`config.mk`:
```
export PLATFORM = sky130hd
export DESIGN_NAME = xfer_channel
export DESIGN_NICKNAME = d
export VERILOG_FILES = /design/src/rtl/xfer_pkg.sv /design/src/rtl/xfer_rst_sync.sv /design/src/rtl/xfer_resize.sv /design/src/rtl/xfer_addr_step.sv /design/src/rtl/xfer_channel.sv
export SDC_FILE = /design/constraint.sdc
export NUM_CORES = 1
export LEC_CHECK = 0
export BUFFER_PORTS_ARGS = -buffer_cell sky130_fd_sc_hd__buf_2
export CORE_ASPECT_RATIO = 1.2
export CORE_MARGIN = 3
export CORE_UTILIZATION = 51
export CTS_CLUSTER_SIZE = 30
export DETAILED_ROUTE_END_ITERATION = 8
export GPL_ROUTABILITY_DRIVEN = 0
export PLACE_DENSITY = 0.77
export SLEW_MARGIN = 25
export SYNTH_ARGS = -nofsm -noshare
export SYNTH_HDL_FRONTEND = slang
export SYNTH_SLANG_ARGS = --single-unit
```
`constraint.sdc`:
```
create_clock -name clk -period 3.9 [get_ports clk]
set_input_delay 0.39 -clock clk [delete_from_list [all_inputs] [get_ports clk]]
set_output_delay 0.39 -clock clk [all_outputs]
set_load 0.01 [all_outputs]
```
`src/rtl/xfer_pkg.sv`:
```
package xfer_pkg;

  typedef enum logic [1:0] {
    ST_IDLE = 2'd0,
    ST_RD   = 2'd1,
    ST_WR   = 2'd2
  } xfer_state_e;

  // Control word, bit 0 is enable, bit 8 is memory-side increment.
  typedef struct packed {
    logic       minc;
    logic       pinc;
    logic [1:0] msize;
    logic [1:0] psize;
    logic       m2m;
    logic       dir;
    logic       en;
  } xfer_ctrl_t;

  localparam int CTRL_W = $bits(xfer_ctrl_t);

  localparam logic [1:0] SEL_CTRL  = 2'd0;
  localparam logic [1:0] SEL_PADDR = 2'd1;
  localparam logic [1:0] SEL_MADDR = 2'd2;
  localparam logic [1:0] SEL_COUNT = 2'd3;

  // Bytes per item for a size code; reserved code behaves as a word.
  function automatic logic [2:0] size_bytes(input logic [1:0] sz);
    case (sz)
      2'b00:   size_bytes = 3'd1;
      2'b01:   size_bytes = 3'd2;
      default: size_bytes = 3'd4;
    endcase
  endfunction

endpackage

```
`src/rtl/xfer_rst_sync.sv`:
```
module xfer_rst_sync #(
  parameter int STAGES = 2
) (
  input  logic clk,
  input  logic arst_n,
  output logic srst_n
);

  logic [STAGES-1:0] sync_q;

  always_ff @(posedge clk or negedge arst_n) begin
    if (!arst_n) sync_q <= '0;
    else         sync_q <= {sync_q[STAGES-2:0], 1'b1};
  end

  assign srst_n = sync_q[STAGES-1];

endmodule

```
`src/rtl/xfer_resize.sv`:
```
module xfer_resize
  import xfer_pkg::*;
#(
  parameter int DW = 32
) (
  input  logic [1:0]    src_sz,
  input  logic [1:0]    dst_sz,
  input  logic [DW-1:0] din,
  output logic [DW-1:0] dout
);

  localparam int NB = DW / 8;

  logic [2:0] src_b;
  logic [2:0] dst_b;
  logic [2:0] keep_b;

  assign src_b  = size_bytes(src_sz);
  assign dst_b  = size_bytes(dst_sz);
  assign keep_b = (src_b < dst_b) ? src_b : dst_b;

  for (genvar g = 0; g < NB; g++) begin : g_lane
    assign dout[8*g +: 8] = (keep_b > 3'(g)) ? din[8*g +: 8] : 8'h00;
  end

endmodule

```
`src/rtl/xfer_addr_step.sv`:
```
module xfer_addr_step
  import xfer_pkg::*;
#(
  parameter int AW = 32
) (
  input  logic [AW-1:0] addr,
  input  logic [1:0]    sz,
  input  logic          inc,
  output logic [AW-1:0] addr_next
);

  logic [AW-1:0] step;

  assign step      = inc ? AW'(size_bytes(sz)) : '0;
  assign addr_next = addr + step;

endmodule

```
`src/rtl/xfer_channel.sv`:
```
module xfer_channel
  import xfer_pkg::*;
#(
  parameter int AW          = 32,
  parameter int DW          = 32,
  parameter int CW          = 16,
  parameter int SYNC_STAGES = 2
) (
  input  logic          clk,
  input  logic          rst_n,
  input  logic          cfg_we,
  input  logic [1:0]    cfg_sel,
  input  logic [AW-1:0] cfg_wdata,
  input  logic          periph_req,
  output logic          bus_req,
  output logic          bus_we,
  output logic [AW-1:0] bus_addr,
  output logic [1:0]    bus_size,
  output logic [DW-1:0] bus_wdata,
  input  logic          bus_gnt,
  input  logic [DW-1:0] bus_rdata,
  output logic          xfer_done
);

  logic srst_n;

  xfer_rst_sync #(.STAGES(SYNC_STAGES)) u_rst_sync (
    .clk    (clk),
    .arst_n (rst_n),
    .srst_n (srst_n)
  );

  xfer_state_e   state_q, state_d;
  xfer_ctrl_t    ctrl_q, ctrl_d;
  logic [AW-1:0] paddr_q, paddr_d, maddr_q, maddr_d;
  logic [CW-1:0] cnt_q, cnt_d;
  logic          pend_q, pend_d;
  logic          done_q, done_d;
  logic [DW-1:0] data_q;

  // Role selection by direction
  logic [AW-1:0] src_addr, dst_addr;
  logic [1:0]    src_sz, dst_sz;

  assign src_addr = ctrl_q.dir ? maddr_q      : paddr_q;
  assign dst_addr = ctrl_q.dir ? paddr_q      : maddr_q;
  assign src_sz   = ctrl_q.dir ? ctrl_q.msize : ctrl_q.psize;
  assign dst_sz   = ctrl_q.dir ? ctrl_q.psize : ctrl_q.msize;

  logic [DW-1:0] rd_fit;

  xfer_resize #(.DW(DW)) u_resize (
    .src_sz (src_sz),
    .dst_sz (dst_sz),
    .din    (bus_rdata),
    .dout   (rd_fit)
  );

  logic [AW-1:0] paddr_adv, maddr_adv;

  xfer_addr_step #(.AW(AW)) u_pstep (
    .addr      (paddr_q),
    .sz        (ctrl_q.psize),
    .inc       (ctrl_q.pinc),
    .addr_next (paddr_adv)
  );

  xfer_addr_step #(.AW(AW)) u_mstep (
    .addr      (maddr_q),
    .sz        (ctrl_q.msize),
    .inc       (ctrl_q.minc),
    .addr_next (maddr_adv)
  );

  logic start, rd_fire, wr_fire, locked;

  assign locked  = ctrl_q.en || (state_q != ST_IDLE);
  assign start   = (state_q == ST_IDLE) && ctrl_q.en && (cnt_q != '0) &&
                   (ctrl_q.m2m || pend_q);
  assign rd_fire = (state_q == ST_RD) && bus_gnt;
  assign wr_fire = (state_q == ST_WR) && bus_gnt;

  // Next-state logic
  always_comb begin
    state_d = state_q;
    ctrl_d  = ctrl_q;
    paddr_d = paddr_q;
    maddr_d = maddr_q;
    cnt_d   = cnt_q;
    done_d  = done_q;

    if (cfg_we) begin
      case (cfg_sel)
        SEL_CTRL: begin
          if (locked) ctrl_d.en = cfg_wdata[0];
          else        ctrl_d    = xfer_ctrl_t'(cfg_wdata[CTRL_W-1:0]);
          if (cfg_wdata[0]) done_d = 1'b0;
        end
        SEL_PADDR: if (!locked) paddr_d = cfg_wdata;
        SEL_MADDR: if (!locked) maddr_d = cfg_wdata;
        default:   if (!locked) cnt_d   = cfg_wdata[CW-1:0];
      endcase
    end

    case (state_q)
      ST_IDLE: if (start) state_d = ST_RD;
      ST_RD:   if (rd_fire) state_d = ST_WR;
      ST_WR: begin
        if (wr_fire) begin
          state_d = ST_IDLE;
          cnt_d   = cnt_q - 1'b1;
          paddr_d = paddr_adv;
          maddr_d = maddr_adv;
          if (cnt_q == CW'(1)) begin
            done_d    = 1'b1;
            ctrl_d.en = 1'b0;
          end
        end
      end
      default: state_d = ST_IDLE;
    endcase

    if (!ctrl_q.en || ctrl_q.m2m) pend_d = 1'b0;
    else                          pend_d = (pend_q && !start) || periph_req;
  end

  // State registers
  always_ff @(posedge clk or negedge srst_n) begin
    if (!srst_n) begin
      state_q <= ST_IDLE;
      ctrl_q  <= '0;
      paddr_q <= '0;
      maddr_q <= '0;
      cnt_q   <= '0;
      pend_q  <= 1'b0;
      done_q  <= 1'b0;
    end else begin
      state_q <= state_d;
      ctrl_q  <= ctrl_d;
      paddr_q <= paddr_d;
      maddr_q <= maddr_d;
      cnt_q   <= cnt_d;
      pend_q  <= pend_d;
      done_q  <= done_d;
    end
  end

  // Item data buffer, loaded on a granted read
  always_ff @(posedge clk or negedge srst_n) begin
    if (!srst_n)      data_q <= '0;
    else if (rd_fire) data_q <= rd_fit;
  end

  assign bus_req   = (state_q != ST_IDLE);
  assign bus_we    = (state_q == ST_WR);
  assign bus_addr  = bus_we ? dst_addr : src_addr;
  assign bus_size  = bus_we ? dst_sz   : src_sz;
  assign bus_wdata = data_q;
  assign xfer_done = done_q;

endmodule

```
# --- Word level (Yosys, flattened, before mapping) ---
# Cells that the tools add are included.
op_classes:
  addsub: 3
  order_cmp: 5
  eq_ne: 12
  n_mux: 48
  n_bitwise: 1
  n_reduce_logical: 23
op_table:
  columns: ["operator", "n"]
  rows:
  - ["two-way mux 32 bit", 13]
  - ["two-way mux 16 bit", 5]
  - ["adder 32 bit", 2]
  - ["two-way mux 8 bit", 4]
  - ["one-hot mux 3 bit (2 select lines)", 4]
  - ["== test 16 x 1 -> 1 bit (second input constant)", 1]
  - ["nonzero test 16 bit", 1]
  - ["subtractor 16 x 1 -> 16 bit (second input constant)", 1]
  - ["== test 2 x 1 -> 1 bit (second input constant)", 6]
  - ["zero test 2 bit", 6]
  - ["two-way mux 1 bit", 12]
  - ["two-way mux 2 bit", 6]
  - ["two-way mux 3 bit", 3]
  - ["greater-than comparator 3 x 1 -> 1 bit (second input constant)", 2]
  - ["greater-than comparator 3 x 2 -> 1 bit (second input constant)", 2]
  - ["logical AND 1 bit", 6]
  - ["one-hot mux 2 bit (3 select lines)", 1]
  - ["AND reduction 3 bit", 2]
  - ["== test 2 bit (second input constant)", 2]
  - ["logical OR 1 bit", 4]
  - ["!= test 2 bit (second input constant)", 2]
  - ["< comparator 3 bit", 1]
  - ["OR reduction 3 bit", 1]
  - ["zero test 1 bit", 2]
  - ["other kinds (3)", 3]
word_totals:
  regBits: 127
  output_inout_bits: 69
  wordCells: 107

# --- Longest topological paths before layout ---
# Gate-level depths: netlist of the first run.
logic_depth:
  ltp_word: 8
  depth_mapped: 9
  depth_no_buf: 9

# --- Modules after synthesis ---
# Synthesis of the first run repeated with hierarchy kept, for this count alone.
unflattened:
  cells_unflattened: 813
  hier_area_um2: 8060.2
modules_own_cells:
  columns: ["module", "n_inst", "cells_each", "area_per_inst_um2", "seq_area_each_um2"]
  rows:
  - ["xfer_channel", 1, 548, 6194.7, 3128.0]
  - ["xfer_addr_step", 2, 107, 745.7, 0.0]
  - ["xfer_resize", 1, 48, 320.3, 0.0]
  - ["xfer_rst_sync", 1, 3, 53.8, 50.0]

# --- Worst setup path before layout of the first run ---
# OpenSTA, ideal clock, no wires.
synth_path:
  path_kind: "reg-to-reg"
  start: "reg ctrl_q[1] (netlist bit)"
  end: "reg data_q[10] (netlist: bus_wdata[10])"
  setup_ns: 0.068
  arrival_ns: 2.254
  t_required_ns: 3.832
  path_slack_ns: 1.577
  path_stages_with_launch: 9
  path_cell_list: "dfrtp_1 > clkbuf_1 > mux2_2 > ha_1 > nor2_1 > o221ai_1 > and4b_1 > nor3_1 > a22o_1"
synth_between:
  elab_chain_len: 7
  elab_cells_between_ends: 12
synth_rtl:
  columns: ["element", "line_no", "rtl"]
  rows:
  - ["from (decl)", "xfer_channel.sv:34", "xfer_ctrl_t ctrl_q, ctrl_d;"]
  - ["from (signal assigned)", "xfer_channel.sv:139", "ctrl_q <= ctrl_d;"]
  - ["two-way mux 2 bit, on equally long branches", "xfer_channel.sv:47, xfer_channel.sv:48", null]
  - ["== test 2 x 1 -> 1 bit or zero test 2 bit (tied branches)", "xfer_pkg.sv:29", "case (sz)"]
  - ["one-hot mux 3 bit (2 select lines)", "xfer_pkg.sv:29", null]
  - ["< comparator 3 bit", "xfer_resize.sv:20", "assign keep_b = (src_b < dst_b) ? src_b : dst_b;"]
  - ["two-way mux 3 bit *", "xfer_resize.sv:20", null]
  - ["greater-than comparator 3 x 1 -> 1 bit *", "xfer_resize.sv:23", "assign dout[8*g +: 8] = (keep_b > 3'(g)) ? din[8*g +: 8] : 8'h00;"]
  - ["two-way mux 8 bit *", "xfer_resize.sv:23", null]
  - ["to (signal assigned)", "xfer_channel.sv:151", "else if (rd_fire) data_q <= rd_fit;"]
  - ["to (decl)", "xfer_channel.sv:39", "logic [DW-1:0] data_q;"]
# Every way passes the cells marked *; elsewhere a longest branch is shown, timed or not.
# A chain may end at the register's enable or synchronous reset.

# --- Worst setup path in the final report of the first run ---
layout_path:
  start: "reg ctrl_q[6] (netlist bit)"
  end: "reg maddr_q[26]"
layout_between:
  elab_chain_len: 6
  elab_cells_between_ends: 7
layout_rtl:
  columns: ["element", "line_no", "rtl"]
  rows:
  - ["== test 2 x 1 -> 1 bit or zero test 2 bit (tied branches)", "xfer_pkg.sv:29", null]
  - ["one-hot mux 3 bit (2 select lines) *", "xfer_pkg.sv:29", null]
  - ["two-way mux 3 bit *", "xfer_addr_step.sv:14", "assign step = inc ? AW'(size_bytes(sz)) : '0;"]
  - ["adder 32 bit *", "xfer_addr_step.sv:15", "assign addr_next = addr + step;"]
  - ["two-way mux 32 bit *", "xfer_channel.sv:109", "if (wr_fire) begin"]
  - ["two-way mux 32 bit *", "xfer_channel.sv:105", "case (state_q)"]
  - ["named net maddr_d[26]", "xfer_channel.sv:35", "logic [AW-1:0] paddr_q, paddr_d, maddr_q, maddr_d;"]
  - ["to (signal assigned)", "xfer_channel.sv:141", "maddr_q <= maddr_d;"]
  - ["to (decl)", "xfer_channel.sv:35", null]
# Mark *: on every way through the listed nets, which the timed path passes. The rest lies on a longest branch.

==> reports/metrics.cfg, run 1 <==
[run_status]
outcome = finished clean

[global_routing]
antenna_found_initial = 0
track_usage_pct = 27.17
overflow = 0
grt_pass1_vias = 6599
grt_max_degree = 50
grt_pass1_wl_um = 33630

[synthesis]
synth_warnings = 0
synth_compound_area_share_pct = 19.22
synth_nets = 874
synth_edf_count = 0
synth_area_mm2 = 0.007279
syn_avg_cell_area_um2 = 9.215
yosys-mux-area-fraction_pct = 7.838
synth_async_sr_flop_share_pct = 100.0
synthDistinctLibCells = 66
synth_fa_ha_area_share_pct = 2.441
synthSimpleGateAreaFrac_pct = 22.69
ys_seq_area_share_pct = 43.66
synth-xor-area-share_pct = 0.7219
ys_seq_elements = 127
netlist_instances = 790
synth_top_family_by_area = simple AND/OR/NAND/NOR gates
synthFlopType = dfrtp_1

[setup_path]
critPathRequiredTime_ns = 4.22
critPathCaptureType = flop
worstPathArrival_ns = 3.10
r2r_cells = 8
worst-path-max-fanout = 9
worstReg2RegStart = ctrl_q[6]$_DFFE_PN0P_
r2r_slack_ns = 1.13
criticalPathCategory = reg -> reg
crit_start = ctrl_q[6]$_DFFE_PN0P_
startpoint_type = flop

[sta]
max_freq_mhz = 360.5
whs_ns = 0.1986
finalHoldViolations = 0
worstMarginPinSlew_ns = 0.9847
clock-skew-final_ns = 0.007953
finalSetupTns_ns = 0
setup_viol = 0
slew_headroom_pct = 33.74
period_needed_ns = 2.774
drv_slew = 0
period_share_pct = 71.12
rsz0062_at_grt = false

[route]
antenna_left = 0
drt-initial-drc-count = 639
routed-wl-met2_um = 9753
wl_met3_um = 1732
wirelength_met1_um = 8874
wl_per_cell_um = 19.16
drt_pass1_iterations = 5
vias_per_cell = 6.300
highest_layer = met4
via_count = 6911
routed_wl_um = 21020
drc = 0

[place]
dp_hpwl_um = 14640
port_buffers = 139
dpl_cell_area_mm2 = 0.008140

[cts]
cts_setup_buffers = 0
path_clk_slew_ns = 0.06
clk_latency_ns = 0.42
ctsRootBufferMaster = clkbuf_16
post_cts_resized = 0
cts.htree.levels = 4
cts_tree = built
clock_sinks = 127
cts_max_path_buffers = 2
cts_buffers = 17

[pwr]
leakagePower_nw = 3.812
cellPowerDensity_mw_per_mm2 = 851.2
max-vdd-ir-drop_v = 0.0003609

[die]
rows = 47
die_w_um = 115.1
dieHeight_um = 136.9
die-area_mm2 = 0.01575
initial_core_util_pct = 52.45
core_mm2 = 0.01388
pin_count = 140

[layout]
diodes = 0
nFillCells = 1138
final_area_mm2 = 0.008711
layout-drive-gt1-share_pct = 27.54
final_cell_mix = buf_2 (139), dfrtp_1 (126), nand2_1 (86)
layout_commonest_cell = buf_2
nNetsFinal = 1000
area_delta_synth_final_pct = 19.66

[min_path]
hold_path.class = in -> reg
whs_path_depth = 2
hold_start = bus_rdata[8]

[run]
maxCapViolations = 0

[cells in the mapped netlist (9+ instances only)]
| master | number | area [um2] |
|---|---|---|
| nor4_1 | 12 | 75.07 |
| nand2_1 | 86 | 322.8 |
| inv_1 | 16 | 60.06 |
| o221a_2 | 9 | 101.4 |
| ha_1 | 11 | 137.6 |
| nand4_1 | 16 | 100.1 |
| a311oi_1 | 20 | 175.2 |
| dfrtp_1 | 127 | 3178 |
| a31oi_1 | 11 | 68.82 |
| mux2_2 | 48 | 540.5 |
| nand3_1 | 29 | 145.1 |
| a21oi_1 | 43 | 215.2 |
| and3_1 | 17 | 106.4 |
| nor2_1 | 82 | 307.8 |
| clkbuf_1 | 38 | 142.6 |
| o21ai_0 | 42 | 210.2 |
| a211oi_1 | 23 | 172.7 |
| nor3_1 | 29 | 145.1 |
[worst max-delay path, stage by stage, from the launching register on]
cell and delay [ns]:
dfrtp_1 0.47, nor3_1 0.25, ha_1 0.28, fa_1 0.23, a21oi_1 0.12, nand2b_1 0.24, nor4_2 0.69, a311oi_1 0.19
a211oi_1 0.20
[registers in the layout, summed over array words and instances, names as in the netlist]
signal	count
bus_wdata	32
cnt_q	16
ctrl_q	9
maddr_q	32
paddr_q	32
pend_q	1
state_q	2
u_rst_sync.sync_q	2
xfer_done	1
[layer usage]
layer | global-route usage [%] | vias up
li1 | - | 3203
met1 | 36.93 | 3282
met2 | 41.86 | 372
met3 | 5.175 | 54
met4 | 12.85 | 0
met5 | 0 | -
[worst paths after layout]
kind	end
max in group asynchronous	bus_wdata[20]$_DFFE_PN0P_
worst max register to register	maddr_q[26]$_DFF_PN0_
worst min register to register	cnt_q[12]$_DFF_PN0_
worst max-delay path	maddr_q[26]$_DFF_PN0_
min in group asynchronous	u_rst_sync.sync_q[1]$_DFF_PN0_
worst min-delay path	bus_wdata[8]$_DFFE_PN0P_
[power breakdown]
part	switching (mW)	internal, mW	leakage, nW
clock	0.559	0.972	0.284
combinational	1.81	1.49	2.05
sequential	0.673	1.91	1.48
total	3.05	4.37	3.81
[area by class of cell]
type / instances / area, um2 / area share [%]
multi-input combinational: 600 / 3864 / 44.36
timing repair buffer: 154 / 830.8 / 9.537
clock inverter: 8 / 90.09 / 1.034
clock buffer: 21 / 470.5 / 5.401
sequential: 127 / 3182 / 36.53
tap: 171 / 214.0 / 2.456
inverter: 16 / 60.06 / 0.6895
[logic make-up (layout without fill, tap and decap cells)]
| logic type | Yosys count | count (layout) |
|---|---|---|
| buffers and inverters | 63 | 199 |
| muxes | 51 | 51 |
| AOI/OAI and AO/OA | 204 | 204 |
| xor gates and xnor gates | 6 | 6 |
| adders and majority gates | 13 | 13 |
| DFF | 127 | 127 |
| and+or+nand+nor | 325 | 325 |
| other | 1 | 1 |
[metrics by stage]
| stage | setup WS, ns | utilization (%) | std cells | power, mW |
|---|---|---|---|---|
| after floorplan | 0.09977 | - | 790 | 4.699 |
| after global placement | 1.311 | 58.46 | 1066 | 5.758 |
| after detailed placement | 1.233 | 58.65 | 1067 | 5.836 |
| after CTS | 1.161 | 62.77 | 1097 | 7.398 |
| after global routing | 0.8289 | 62.77 | 1097 | 7.944 |
| final | 1.126 | 62.77 | 1097 | 7.415 |
[timing repair]
action | CTS | global route
setup endpoints to repair | 0 | 0
hold buffers | 1 | 0
hold endpoints to repair | 2 | 0
Power figures use the tool's default switching activity.
==> run 2, diff against run 1 <==
--- a/config.mk
+++ b/config.mk
@@ -5,6 +5,7 @@
 export SDC_FILE = /design/constraint.sdc
 export NUM_CORES = 1
 export LEC_CHECK = 0
+export ABC_AREA = 1
 export BUFFER_PORTS_ARGS = -buffer_cell sky130_fd_sc_hd__buf_2
 export CORE_ASPECT_RATIO = 1.2
 export CORE_MARGIN = 3
@@ -12,7 +13,7 @@
 export CTS_CLUSTER_SIZE = 30
 export DETAILED_ROUTE_END_ITERATION = 8
 export GPL_ROUTABILITY_DRIVEN = 0
-export PLACE_DENSITY = 0.77
+export PLACE_DENSITY = 0.76
 export SLEW_MARGIN = 25
 export SYNTH_ARGS = -nofsm -noshare
 export SYNTH_HDL_FRONTEND = slang
==> constraint.sdc (replaced) <==
create_clock -name clk -period 2.4 [get_ports clk]
set_input_delay 0.24 -clock clk [delete_from_list [all_inputs] [get_ports clk]]
set_output_delay 0.24 -clock clk [all_outputs]
set_load 0.01 [all_outputs]
==> reports/metrics.cfg, run 2 <==
[cts]
cts_buffers = 17  ; unchanged
cts_max_path_buffers = 2  ; unchanged
ctsRootBufferMaster = clkbuf_16
clk_latency_ns = 0.44  ; +0.02 ns
clock_sinks = 127  ; unchanged
cts.htree.levels = 4  ; unchanged
cts_setup_buffers = 0  ; unchanged
cts_tree = built
path_clk_slew_ns = 0.07  ; about the same

[setup_path]
worstPathArrival_ns = 2.05  ; -1.05 ns
critPathRequiredTime_ns = 2.16  ; -2.06 ns
criticalPathCategory = reg -> out
startpoint_type = flop
critPathCaptureType = output port
worst-path-max-fanout = 35  ; +26

[die]
initial_core_util_pct = 52.45  ; about the same
pin_count = 140  ; unchanged
core_mm2 = 0.01634  ; +18%
die-area_mm2 = 0.01840  ; +17%
die_w_um = 124.3  ; +8.1%
dieHeight_um = 148.0  ; +8.1%
rows = 51  ; +8.5%

[run_status]
outcome = finished clean

[synthesis]
synth_area_mm2 = 0.008568  ; +18%
yosysMostFrequentCell = nand2_1
ys_seq_elements = 127  ; unchanged
synth_edf_count = 0  ; unchanged
synthFlopType = dfrtp_1
synth_warnings = 0  ; unchanged
synth_async_sr_flop_share_pct = 100.0  ; unchanged
yosysTopAreaCell = dfrtp_1
synth_nets = 1427  ; +63%
netlist_instances = 1343  ; +70%
synthTopCellsByArea = dfrtp_1 (37%), nand2_1 (23%), o21ai_0 (8.1%)
synth_top_area_share_pct = 37.09  ; -6.6 points
syn_avg_cell_area_um2 = 6.380  ; -31%
ys_seq_area_share_pct = 37.09  ; -6.6 points
synthTopCellsByCount = nand2_1 (514), nor2_1 (170), o21ai_0 (138)
synthDistinctLibCells = 41  ; -38%

[route]
drc = 0  ; unchanged
via_count = 9230  ; +34%
vias_per_cell = 5.433  ; -14%
drt_pass1_iterations = 6  ; +1
wl_per_cell_um = 15.71  ; -18%
antenna_left = 0  ; unchanged
routed_wl_um = 26690  ; +27%
drt-initial-drc-count = 787  ; +23%

[global_routing]
grt_pass1_wl_um = 42380  ; +26%
grt_max_degree = 108  ; +120%
top_usage_layer = met2
use_met2_pct = 45.45  ; +3.6 points
grt_pass1_vias = 8514  ; +29%
antenna_found_initial = 0  ; unchanged
met1_usage_pct = 37.39  ; +0.46 points
track_usage_pct = 28.63  ; +1.5 points
overflow = 0  ; unchanged
gr-usage-met3_pct = 5.349  ; +0.17 points

[sta]
setup_viol = 0  ; unchanged
period_share_pct = 95.36
slew_headroom_pct = 42.70  ; +9.0 points
whs_ns = 0.008579  ; -0.1900 ns
drv_slew = 0  ; unchanged
worstMarginPinSlew_ns = 0.8583  ; -0.1265 ns
clock-skew-final_ns = 0.008401  ; +0.0004481 ns
finalHoldViolations = 0  ; unchanged
finalSetupTns_ns = 0  ; unchanged
period_needed_ns = 2.289
max_freq_mhz = 436.9

[pwr]
cellPowerDensity_mw_per_mm2 = 1318  ; +55%
max-vdd-ir-drop_v = 0.0007550  ; +110%
leakagePower_nw = 5.197  ; +36%

[layout]
layout_commonest_cell = nand2_1
fin_util_pct = 62.11  ; -0.66 points
area_delta_synth_final_pct = 18.41
layout-drive-gt1-share_pct = 14.39  ; -13 points
diodes = 0  ; unchanged
nNetsFinal = 1558  ; +56%
final_cell_mix = nand2_1 (512), nor2_1 (170), buf_2 (139)

[min_path]
hold_path.class = in -> reg

[place]
dp_hpwl_um = 19370  ; +32%
port_buffers = 139  ; unchanged

[run]
maxCapViolations = 0  ; unchanged

run 2: cell types whose count changed after synthesis, moves of 18 or more:
cell      before  now
a211oi_1      23    1
a21oi_1       43   64
a311oi_1      20    0
buf_2          2   20
clkbuf_1      38   14
inv_1         16  118
mux2_2        48    1
nand2_1       86  514
nand3_1       29   73
nor2_1        82  170
o21ai_0       42  138
run 2: cell families (layout without fill, tap and decap cells):
group	Yosys count	count (layout)	synth area share (%)
multiplexers	1	1	0.1314
AO/OA/AOI/OAI	221	221	13.32
adder cells (fa/ha/maj)	13	13	2.074
flip-flops	127	127	37.09
AND/OR/NAND/NOR	799	799	37.91
buffers and inverters	169	313	8.119
other	1	1	0.04377
XOR/XNOR	12	12	1.314
run 2: layer usage:
layer / share of wire [%] / up-vias
met5: 0 / -
met4: 5.1 / 0
met3: 7.4 / 85
li1: - / 4527
met1: 42 / 4200
met2: 46 / 418
run 2: path summary, 6_finish.rpt:
check | from | end | slack [ns] | depth (start not counted)
min in group asynchronous | rst_n | u_rst_sync.sync_q[1]$_DFF_PN0_ | 0.11 | 2
max in group asynchronous | u_rst_sync.sync_q[1]$_DFF_PN0_ | paddr_q[19]$_DFF_PN0_ | 1.35 | 1
worst max register to register | ctrl_q[4]$_DFFE_PN0P_ | paddr_q[26]$_DFF_PN0_ | 0.23 | 12
worst min-delay path | bus_rdata[2] | bus_wdata[2]$_DFFE_PN0P_ | 0.009 | 3
worst max-delay path | state_q[0]$_DFFE_PN0P_ | bus_addr[26] | 0.11 | 8
worst min register to register | u_rst_sync.sync_q[1]$_DFF_PN0_ | xfer_done$_DFF_PN0_ | 0.31 | 0
run 2: critical path, stage by stage (launching register included):
cell and delay, ns:
dfrtp_1 0.37, inv_2 0.12, nand2_4 0.12, xor2_4 0.20, buf_12 0.21, buf_12 0.17
nand2_1 0.07, o21ai_0 0.14, buf_2 0.19
run 2: final cells by class:
type | count | area [um2]
clock inverter | 15 | 191.4
tap | 212 | 265.3
sequential | 127 | 3182
inverter | 124 | 467.9
fill | 1547 | 6190
timing repair buffer | 157 | 893.4
multi-input combinational | 1047 | 4721
clock buffer | 17 | 425.4
run 2: through the flow:
step	total power, mW	cells	cell area [um2]	setup slack (ns)
3_3_place_gp	10.43	1662	9464	0.3179
4_1_cts	13.28	1699	10130	0.1348
5_1_grt	14.43	1699	10150	-0.03592
6_report	13.37	1699	10150	0.1113
2_1_floorplan	8.230	1343	8569	0.2844
3_5_place_dp	10.56	1662	9464	0.2174
run 2: power breakdown:
| group | total [mW] | switching (mW) | leakage (nW) | internal [mW] |
|---|---|---|---|---|
| Clock | 2.66 | 1.24 | 0.301 | 1.42 |
| Combinational | 6.50 | 4.16 | 3.32 | 2.34 |
| Sequential | 4.22 | 1.11 | 1.57 | 3.10 |
| Total | 13.4 | 6.51 | 5.20 | 6.86 |
run 2: repair_timing:
item | 4_1_cts | 5_1_grt
hold endpoints to repair | 6 | 0
resized for setup | 0 | 4
hold buffers | 5 | 0
setup endpoints to repair | 0 | 10
